$ cat src/rtl/dgrp_pkg.sv
// Shared encodings for the dispatch group slot hazard checker.
// Assumes unit class and hazard codes are fixed by the scheduler interface.
package dgrp_pkg;

    typedef enum logic [2:0] {
        UC_PSEUDO   = 3'd0,
        UC_FIXED    = 3'd1,
        UC_LDST     = 3'd2,
        UC_FLOAT    = 3'd3,
        UC_VEC_ALU  = 3'd4,
        UC_VEC_PERM = 3'd5,
        UC_CONDREG  = 3'd6,
        UC_BRANCH   = 3'd7
    } unit_class_e;

    typedef enum logic [1:0] {
        HZ_NONE  = 2'd0,
        HZ_STALL = 2'd1,
        HZ_NOOP  = 2'd2
    } hazard_e;

    typedef struct packed {
        unit_class_e unit;
        logic        first_only;
        logic        single;
        logic        cracked;
        logic        ctr_branch;
    } cand_t;

endpackage

$ cat src/rtl/dgrp_hazard_eval.sv
// Combinational hazard decision for one candidate.
// Assumes slot_cnt is always below SLOTS; rules are tried in priority order.
module dgrp_hazard_eval
    import dgrp_pkg::*;
#(
    parameter int SLOTS    = 5,
    parameter int CR_LIMIT = 2,
    parameter int CNT_W    = 3
) (
    input  cand_t            cand,
    input  logic [CNT_W-1:0] slot_cnt,
    input  logic             ctr_set,
    output hazard_e          hazard
);

    localparam logic [CNT_W-1:0] LAST_IDX  = CNT_W'(SLOTS - 1);
    localparam logic [CNT_W-1:0] CRACK_MAX = CNT_W'(SLOTS - 3);
    localparam logic [CNT_W-1:0] CR_MIN    = CNT_W'(CR_LIMIT);

    logic is_pseudo;
    logic start_only;
    logic crack_late;
    logic pos_blocked;

    // Classify the candidate against the current slot position.
    always_comb begin
        is_pseudo   = (cand.unit == UC_PSEUDO);
        start_only  = (cand.first_only || cand.single) && (slot_cnt != '0);
        crack_late  = cand.cracked && (slot_cnt > CRACK_MAX);
        pos_blocked = 1'b0;
        case (cand.unit)
            UC_BRANCH:  pos_blocked = 1'b0;
            UC_CONDREG: pos_blocked = (slot_cnt >= CR_MIN);
            default:    pos_blocked = (slot_cnt == LAST_IDX);
        endcase
    end

    // Pick the first matching rule in priority order.
    always_comb begin
        if (is_pseudo) begin
            hazard = HZ_NONE;
        end else if (start_only) begin
            hazard = HZ_STALL;
        end else if (crack_late) begin
            hazard = HZ_STALL;
        end else if (pos_blocked) begin
            hazard = HZ_STALL;
        end else if (ctr_set && cand.ctr_branch) begin
            hazard = HZ_NOOP;
        end else begin
            hazard = HZ_NONE;
        end
    end

endmodule

$ cat src/rtl/dgrp_slot_next.sv
// Next-state arithmetic for the group slot count and count-register record.
// Assumes the issue is applied before a same-cycle advance.
module dgrp_slot_next
    import dgrp_pkg::*;
#(
    parameter int SLOTS = 5,
    parameter int CNT_W = 3
) (
    input  cand_t            cand,
    input  logic             issue,
    input  logic             issue_writes_ctr,
    input  logic             advance,
    input  logic [CNT_W-1:0] slot_cnt,
    input  logic             ctr_set,
    output logic [CNT_W-1:0] slot_cnt_nxt,
    output logic             ctr_set_nxt,
    output logic             adv_overflow
);

    localparam int CALC_W = CNT_W + 1;
    localparam logic [CALC_W-1:0] LIMIT    = CALC_W'(SLOTS);
    localparam logic [CALC_W-1:0] LAST_IDX = CALC_W'(SLOTS - 1);

    logic              do_issue;
    logic [CALC_W-1:0] base;
    logic [CALC_W-1:0] after_issue;
    logic              issue_closes;
    logic [CALC_W-1:0] mid;
    logic [CALC_W-1:0] after_adv;
    logic              adv_closes;
    logic              group_end;

    // Apply the issue step: forced close for branch/single, then the slot cost.
    always_comb begin
        do_issue = issue && (cand.unit != UC_PSEUDO);
        base     = ((cand.unit == UC_BRANCH) || cand.single) ? LAST_IDX
                                                             : CALC_W'(slot_cnt);
        after_issue  = do_issue ? (base + CALC_W'(1) + CALC_W'(cand.cracked))
                                : CALC_W'(slot_cnt);
        issue_closes = do_issue && (after_issue >= LIMIT);
        mid          = issue_closes ? '0 : after_issue;
    end

    // Apply the advance step on top of the issue result.
    always_comb begin
        adv_overflow = advance && issue_closes;
        after_adv    = (advance && !issue_closes) ? (mid + CALC_W'(1)) : mid;
        adv_closes   = advance && !issue_closes && (after_adv >= LIMIT);
        group_end    = issue_closes || adv_closes;
    end

    // Form the next registered values.
    always_comb begin
        slot_cnt_nxt = group_end ? '0 : after_adv[CNT_W-1:0];
        ctr_set_nxt  = group_end ? 1'b0 : (ctr_set || (do_issue && issue_writes_ctr));
    end

endmodule

$ cat src/rtl/dgrp_group_state.sv
// Registers holding the slot count and the count-register record.
// Assumes a synchronous active-low reset.
module dgrp_group_state #(
    parameter int CNT_W = 3
) (
    input  logic             clk,
    input  logic             rst_n,
    input  logic [CNT_W-1:0] slot_cnt_nxt,
    input  logic             ctr_set_nxt,
    output logic [CNT_W-1:0] slot_cnt,
    output logic             ctr_set
);

    // Hold the per-group state from cycle to cycle.
    always_ff @(posedge clk) begin
        if (!rst_n) begin
            slot_cnt <= '0;
            ctr_set  <= 1'b0;
        end else begin
            slot_cnt <= slot_cnt_nxt;
            ctr_set  <= ctr_set_nxt;
        end
    end

endmodule

$ cat src/rtl/dgrp_slot_guard.sv
// Top: dispatch group slot hazard checker.
// Reports the hazard for the presented candidate and tracks group slot usage.
// Assumes the candidate is already classified.
module dgrp_slot_guard
    import dgrp_pkg::*;
#(
    parameter  int SLOTS    = 5,
    parameter  int CR_LIMIT = 2,
    localparam int CNT_W    = $clog2(SLOTS + 2)
) (
    input  logic             clk,
    input  logic             rst_n,
    input  logic [2:0]       cand_unit,
    input  logic             cand_first_only,
    input  logic             cand_single,
    input  logic             cand_cracked,
    input  logic             cand_ctr_branch,
    input  logic             issue,
    input  logic             issue_writes_ctr,
    input  logic             advance,
    output logic [1:0]       hazard,
    output logic [CNT_W-1:0] slot_count,
    output logic             adv_overflow
);

    cand_t            cand;
    hazard_e          hz;
    logic [CNT_W-1:0] slot_cnt;
    logic [CNT_W-1:0] slot_cnt_nxt;
    logic             ctr_set;
    logic             ctr_set_nxt;

    // Pack the candidate fields into the shared type.
    always_comb begin
        cand.unit       = unit_class_e'(cand_unit);
        cand.first_only = cand_first_only;
        cand.single     = cand_single;
        cand.cracked    = cand_cracked;
        cand.ctr_branch = cand_ctr_branch;
    end

    dgrp_hazard_eval #(
        .SLOTS(SLOTS), .CR_LIMIT(CR_LIMIT), .CNT_W(CNT_W)
    ) u_eval (
        .cand(cand), .slot_cnt(slot_cnt), .ctr_set(ctr_set), .hazard(hz)
    );

    dgrp_slot_next #(
        .SLOTS(SLOTS), .CNT_W(CNT_W)
    ) u_next (
        .cand(cand), .issue(issue), .issue_writes_ctr(issue_writes_ctr),
        .advance(advance), .slot_cnt(slot_cnt), .ctr_set(ctr_set),
        .slot_cnt_nxt(slot_cnt_nxt), .ctr_set_nxt(ctr_set_nxt),
        .adv_overflow(adv_overflow)
    );

    dgrp_group_state #(
        .CNT_W(CNT_W)
    ) u_state (
        .clk(clk), .rst_n(rst_n), .slot_cnt_nxt(slot_cnt_nxt),
        .ctr_set_nxt(ctr_set_nxt), .slot_cnt(slot_cnt), .ctr_set(ctr_set)
    );

    // Drive the outputs.
    always_comb begin
        hazard     = hz;
        slot_count = slot_cnt;
    end

endmodule

$ cat config.mk
export PLATFORM = sky130hd
export DESIGN_NAME = dgrp_slot_guard
export DESIGN_NICKNAME = d
export VERILOG_FILES = /design/src/rtl/dgrp_pkg.sv /design/src/rtl/dgrp_hazard_eval.sv /design/src/rtl/dgrp_slot_next.sv /design/src/rtl/dgrp_group_state.sv /design/src/rtl/dgrp_slot_guard.sv
export SDC_FILE = /design/constraint.sdc
export NUM_CORES = 1
export LEC_CHECK = 0
export BUFFER_PORTS_ARGS = -buffer_cell sky130_fd_sc_hd__buf_2
export CELL_PAD_IN_SITES_DETAIL_PLACEMENT = 1
export CELL_PAD_IN_SITES_GLOBAL_PLACEMENT = 2
export CORE_ASPECT_RATIO = 0.7
export CORE_UTILIZATION = 29
export DETAILED_ROUTE_END_ITERATION = 10
export PLACE_DENSITY_LB_ADDON = 0.12
export SLEW_MARGIN = 20
export SYNTH_ARGS = -nofsm -noshare
export SYNTH_HDL_FRONTEND = slang
export SYNTH_SLANG_ARGS = --single-unit
$ cat constraint.sdc
create_clock -name clk -period 6.5 [get_ports clk]
set_input_delay 0.325 -clock clk [delete_from_list [all_inputs] [get_ports clk]]
set_output_delay 0.325 -clock clk [all_outputs]
set_load 0.02 [all_outputs]
# Yosys cells after proc, flatten, opt, wreduce, memory -nomap -nowiden
# Cells that the tools add are included.
[word_totals]
ff_bits = 4
inputBits = 12
output_inout_bits = 6
elab_cells = 41
[classes]
n_addsub = 3
magnitude_cmp = 4
n_eq_ne = 3
muxes = 10
bitwise_logic = 1
n_reduce_logical = 18
[op_table]
columns = ["cell", "count"]
rows = [
  ["$mux W4", 3],
  ["$mux W2", 5],
  ["$eq A3 B3 Y1 const B", 3],
  ["$logic_and A1 B1 Y1", 9],
  ["$add A4 B1 Y4 const B", 2],
  ["$ge A4 B3 Y1 const B", 2],
  ["$reduce_bool A3 Y1", 2],
  ["$add A4 B1 Y4", 1],
  ["$logic_or A1 B1 Y1", 4],
  ["$ge A3 B2 Y1 const B", 1],
  ["$gt A3 B2 Y1 const B", 1],
  ["$logic_not A3 Y1", 1],
  ["$mux W3", 1],
  ["$pmux W1 S2", 1],
  ["$reduce_or A2 Y1", 1],
  ["$logic_not A1 Y1", 1],
  ["$not A1 Y1", 1],
]

# Logic depth before layout (Yosys ltp)
[logic_depth]
depth_word = 15
mapped_depth = 16
ltp_nobuf = 15

# Hierarchy
# Synthesis repeated with hierarchy kept, for this count alone.
[unflattened]
cells_unflattened = 73
hier_area_um2 = 596.8
[modules_own_cells]
columns = ["module", "n_inst", "cells_each", "area_per_inst_um2", "seq_area_each_um2"]
rows = [
  ["dgrp_slot_next", 1, 53, 424.2, 0.0],
  ["dgrp_group_state", 1, 8, 105.1, 80.1],
  ["dgrp_hazard_eval", 1, 12, 67.6, 0.0],
]

# Least setup slack after synthesis
# OpenSTA, ideal clock, no wires.
[synth_timing]
kind = "input -> register"
startpoint = "input port cand_unit[1]"
endpoint = "register u_state.ctr_set"
setup_time_ns = 0.073
t_arrival_ns = 2.618
t_required_ns = 6.427
setup_slack_ns = 3.809
cell_stages = 16
path_buffers = 1
cell_sequence = "buf_6 > a31oi_1 > nand2_1 > ha_1 > inv_1 > ha_1 > nor2b_1 > o2bb2ai_1 > a22oi_1 > a21oi_2 > nor2_1 > ha_1 > xor2_1 > xnor2_1 > nor2_4 > nor3_2"
[synth_between]
elab_chain_cells = 15
word_cells_on_any_way = 21
cone_classes = "add/sub: 3; order compare: 2; eq/ne: 1; mux: 4; reduce/logical: 11"
[synth_lines]
columns = ["item", "line_no", "rtl"]
rows = [
  ["start: declaration", "dgrp_slot_guard.sv:13", "input logic [2:0] cand_unit,"],
  ["$eq A3 B3 Y1", "dgrp_slot_next.sv:36", "base = ((cand.unit == UC_BRANCH) || cand.single) ? LAST_IDX"],
  ["$logic_or A1 B1 Y1", "dgrp_slot_next.sv:36", ""],
  ["$mux W3", "dgrp_slot_next.sv:36", ""],
  ["$add A4 B1 Y4 (2 in a row)", "dgrp_slot_next.sv:38", "after_issue = do_issue ? (base + CALC_W'(1) + CALC_W'(cand.cracked))"],
  ["$mux W4", "dgrp_slot_next.sv:38", ""],
  ["$ge A4 B3 Y1", "dgrp_slot_next.sv:40", "issue_closes = do_issue && (after_issue >= LIMIT);"],
  ["$logic_and A1 B1 Y1", "dgrp_slot_next.sv:40", ""],
  ["$mux W4 or $logic_not A1 Y1 (tied branches)", "dgrp_slot_next.sv:41, dgrp_slot_next.sv:47, dgrp_slot_next.sv:48", ""],
  ["$add A4 B1 Y4 or $logic_and A1 B1 Y1 (tied branches)", "dgrp_slot_next.sv:47, dgrp_slot_next.sv:48", ""],
  ["$mux W4", "dgrp_slot_next.sv:47", "after_adv = (advance && !issue_closes) ? (mid + CALC_W'(1)) : mid;"],
  ["$ge A4 B3 Y1", "dgrp_slot_next.sv:48", "adv_closes = advance && !issue_closes && (after_adv >= LIMIT);"],
  ["$logic_and A1 B1 Y1", "dgrp_slot_next.sv:48", ""],
  ["$logic_or A1 B1 Y1", "dgrp_slot_next.sv:49", "group_end = issue_closes || adv_closes;"],
  ["$reduce_or A2 Y1 (no line)", "-", ""],
  ["end signal: assignment", "dgrp_group_state.sv:21", "ctr_set <= ctr_set_nxt;"],
  ["end: declaration", "dgrp_group_state.sv:11", "output logic ctr_set"],
]
# Several ways; a longest one is shown, not always the timed one.
# A chain may end at the register's enable or synchronous reset.

# Final worst setup path
# Ends and elaborated chain as after synthesis.

==> summary.txt <==
Outcome = finished clean
Req. time, crit path = 6660 ps
Met3 Use GR = 4.71%
DRC = 0
Adder and majority gate portion of the synthesized area = 6.58%
Crit-path slowest cell = a31oi_1
Worst-Margin Slew = 498 ps
Drt wl/cell = 14.1 um
Grt met2 use = 24.4%
Core Region = 1850 um^2
Final hold vios = 0
Port Buffers = 17
Minimum clock period = 2840 ps
Primary FF master, synth = dfxtp_1
Hold WS = 372 ps
Synthesized area = 571 um^2
Fin nets = 105
Synth Area in XOR/XNOR = 7.68%
Setup CP Type = primary input to flop
Die area = 2150 um^2
RSZ-0062 raised after global routing = no
Die width = 55.0 um
Post-synthesis cell type count = 38
First-pass GRT wire length = 2500 um
Avg Inst Size Synth = 8.15 um^2
Slew Limit Fails = 0
Post-synth EDFFs = 0
Place WS = 3420 ps
Largest family of logic cells by synthesized area = simple AND/OR/NAND/NOR gates
Final Setup Violations = 0
Fillers = 239
Longest Clk Path Bufs = 2
Routed vias/inst = 5.41
Ratio of final minimum period to clock period = 43.7%
Antenna-violating nets left = 0
Post-Syn Nets = 85
Hold WC Path Type = primary input to flop
DR iter-0 viols = 7
CP endpoint kind = flop
Ys Warns = 0
Power per Cell Area = 212 nW/um^2
Area share of and/or/nand/nor cells after synthesis = 31.8%
Layout cells sized above 1 = 30.7%
Synth Instances = 70
Flops & latches, synth = 4
WP data arrival = 3000 ps
Total GRT Usage = 16.6%
CP cell instances = buf_2, a31oi_1, nand2_1, ha_1, inv_1, ha_1, nor2b_1, o2bb2ai_1, a22oi_1, a21oi_2, nor2_1, ha_1, o21ai_0, nor2_4, nor3_2
Seq/Total Area, Yosys = 14.0%
Slew HR = 66.3%
Vias in the first global route = 530
CP max FO = 9
Initial antenna violation count = 0
Drt pass-1 iters = 3
# clock sinks = 4
CTS hold repair buffers = 0
Maximum VDD drop = 0.135 mV
Post-synthesis mux area share = 3.51%
Row count = 13
Gr busiest metal = met1
Largest net degree at the start of global routing = 10
Initial Util = 30.8%
Max incr delay on CP = 400 ps
Clock Pin Slew Worst Setup and Hold Paths = 40 ps
I/O pins = 18
Fin Setup TNS = 0 ps
Diode count = 0
Area growth syn-to-layout = 19.7%
CTS resizes = 0
Async set-reset flop share out of synthesis = 0%
Clock Skews = 2.17 ps
Gpl congestion = 0.791
Worst Setup Start Kind = primary input
TritonCTS Buffers = 3
Vias post-DR = 595
Later-pin clock latency in the skew report = 230 ps
Dpl hpwl = 1260 um
Congestion Overflow GR = 0
Peak Freq = 352 MHz
Post-synthesis compound-gate area fraction = 30.5%
CTS tree = yes
Setup Buffers After CTS = 0
CTS H-tree lvls = 1
Clk root buf = clkbuf_4
Most used cell, CP = ha_1
Fin worst setup slack = 3660 ps
Leak = 0.307 nW
Die height = 39.1 um
Maxcap violations = 0
Routed WL = 1550 um
GR met1 Demand/Resource = 24.8%
## worst max-delay path: cells and delay by family
family          cells  cell delay, ps
fa+ha+maj           3             700
compound gates      5            1130
simple gates        5             650
buf+inv             2             210
## area by class of cell
type | count | area, um^2 | share of cell area [%]
flip-flops and latches | 4 | 80.1 | 11.7
repair buffers | 17 | 85.1 | 12.5
clock buffers | 3 | 22.5 | 3.30
well taps | 22 | 27.5 | 4.03
multi-input cells | 61 | 457 | 66.8
inverters | 3 | 11.3 | 1.65
## where the power goes
group	switching, mW	leakage [nW]	total, mW	internal (mW)
clock network	0.0101	0.0138	0.0308	0.0207
logic	0.0454	0.261	0.0779	0.0325
registers	0.00772	0.0329	0.0363	0.0286
## final timing paths
kind                                          start  depth (start not counted)               to  slack (ps)
worst min-delay path               issue_writes_ctr                          3  u_state.ctr_set         370
worst max register to register  u_state.slot_cnt[0]                         13  u_state.ctr_set        3860
worst max-delay path                   cand_unit[1]                         15  u_state.ctr_set        3660
worst min register to register      u_state.ctr_set                          2  u_state.ctr_set         520
## placed cells by master, fill, tap and decap left out, types with 2 or more instances in the layout
master    instances
mux2i_1           2
nor3_2            3
a31oi_1           2
nor2b_1           2
o22ai_1           2
o21a_1            2
nand2_1           4
o21ai_0           2
and2_1            2
buf_2            17
xnor2_1           4
ha_1              3
dfxtp_1           4
nand2b_1          2
nor3_1            3
a21oi_1           2
inv_1             3
nor2_1            5
clkbuf_4          3
nand3_1           2
## routing by layer
layer | vias up | routed length [um]
met3 | 0 | 36
met1 | 282 | 885
met5 | - | 0
li1 | 304 | -
met2 | 9 | 625
met4 | 0 | 0
## per-stage QoR
stage / util, % / power [mW] / std cells / instance area (um^2)
after global placement: 35.6 / 0.114 / 107 / 661
final: 36.8 / 0.145 / 110 / 683
after floorplan: - / 0.0926 / 70 / 571
after detailed placement: 35.6 / 0.114 / 107 / 661
after CTS: 36.8 / 0.146 / 110 / 683
after global routing: 36.8 / 0.159 / 110 / 683
## cell usage after synthesis (all sizes together), types with 3 or more instances
cell type,instances,share of area [%]
nor2,6,5.3
nor3,6,7.9
nand2,5,3.7
dfxtp,4,14
xnor2,4,6.1
a21oi,3,3.3
ha,3,6.6
inv,3,2.0
## cell families (layout without fill, tap and decap cells)
kind of cell | after synthesis | in the layout
xor gates and xnor gates | 5 | 5
buffers and inverters | 5 | 23
adders and majority gates | 3 | 3
DFF | 4 | 4
AOI/OAI and AO/OA | 21 | 21
muxes | 2 | 2
and+or+nand+nor | 30 | 30
## state kept, by name, summed over array words and instances, names as in the netlist
name,count
u_state.slot_cnt,3
u_state.ctr_set,1
(Power assumes the default switching activity.)
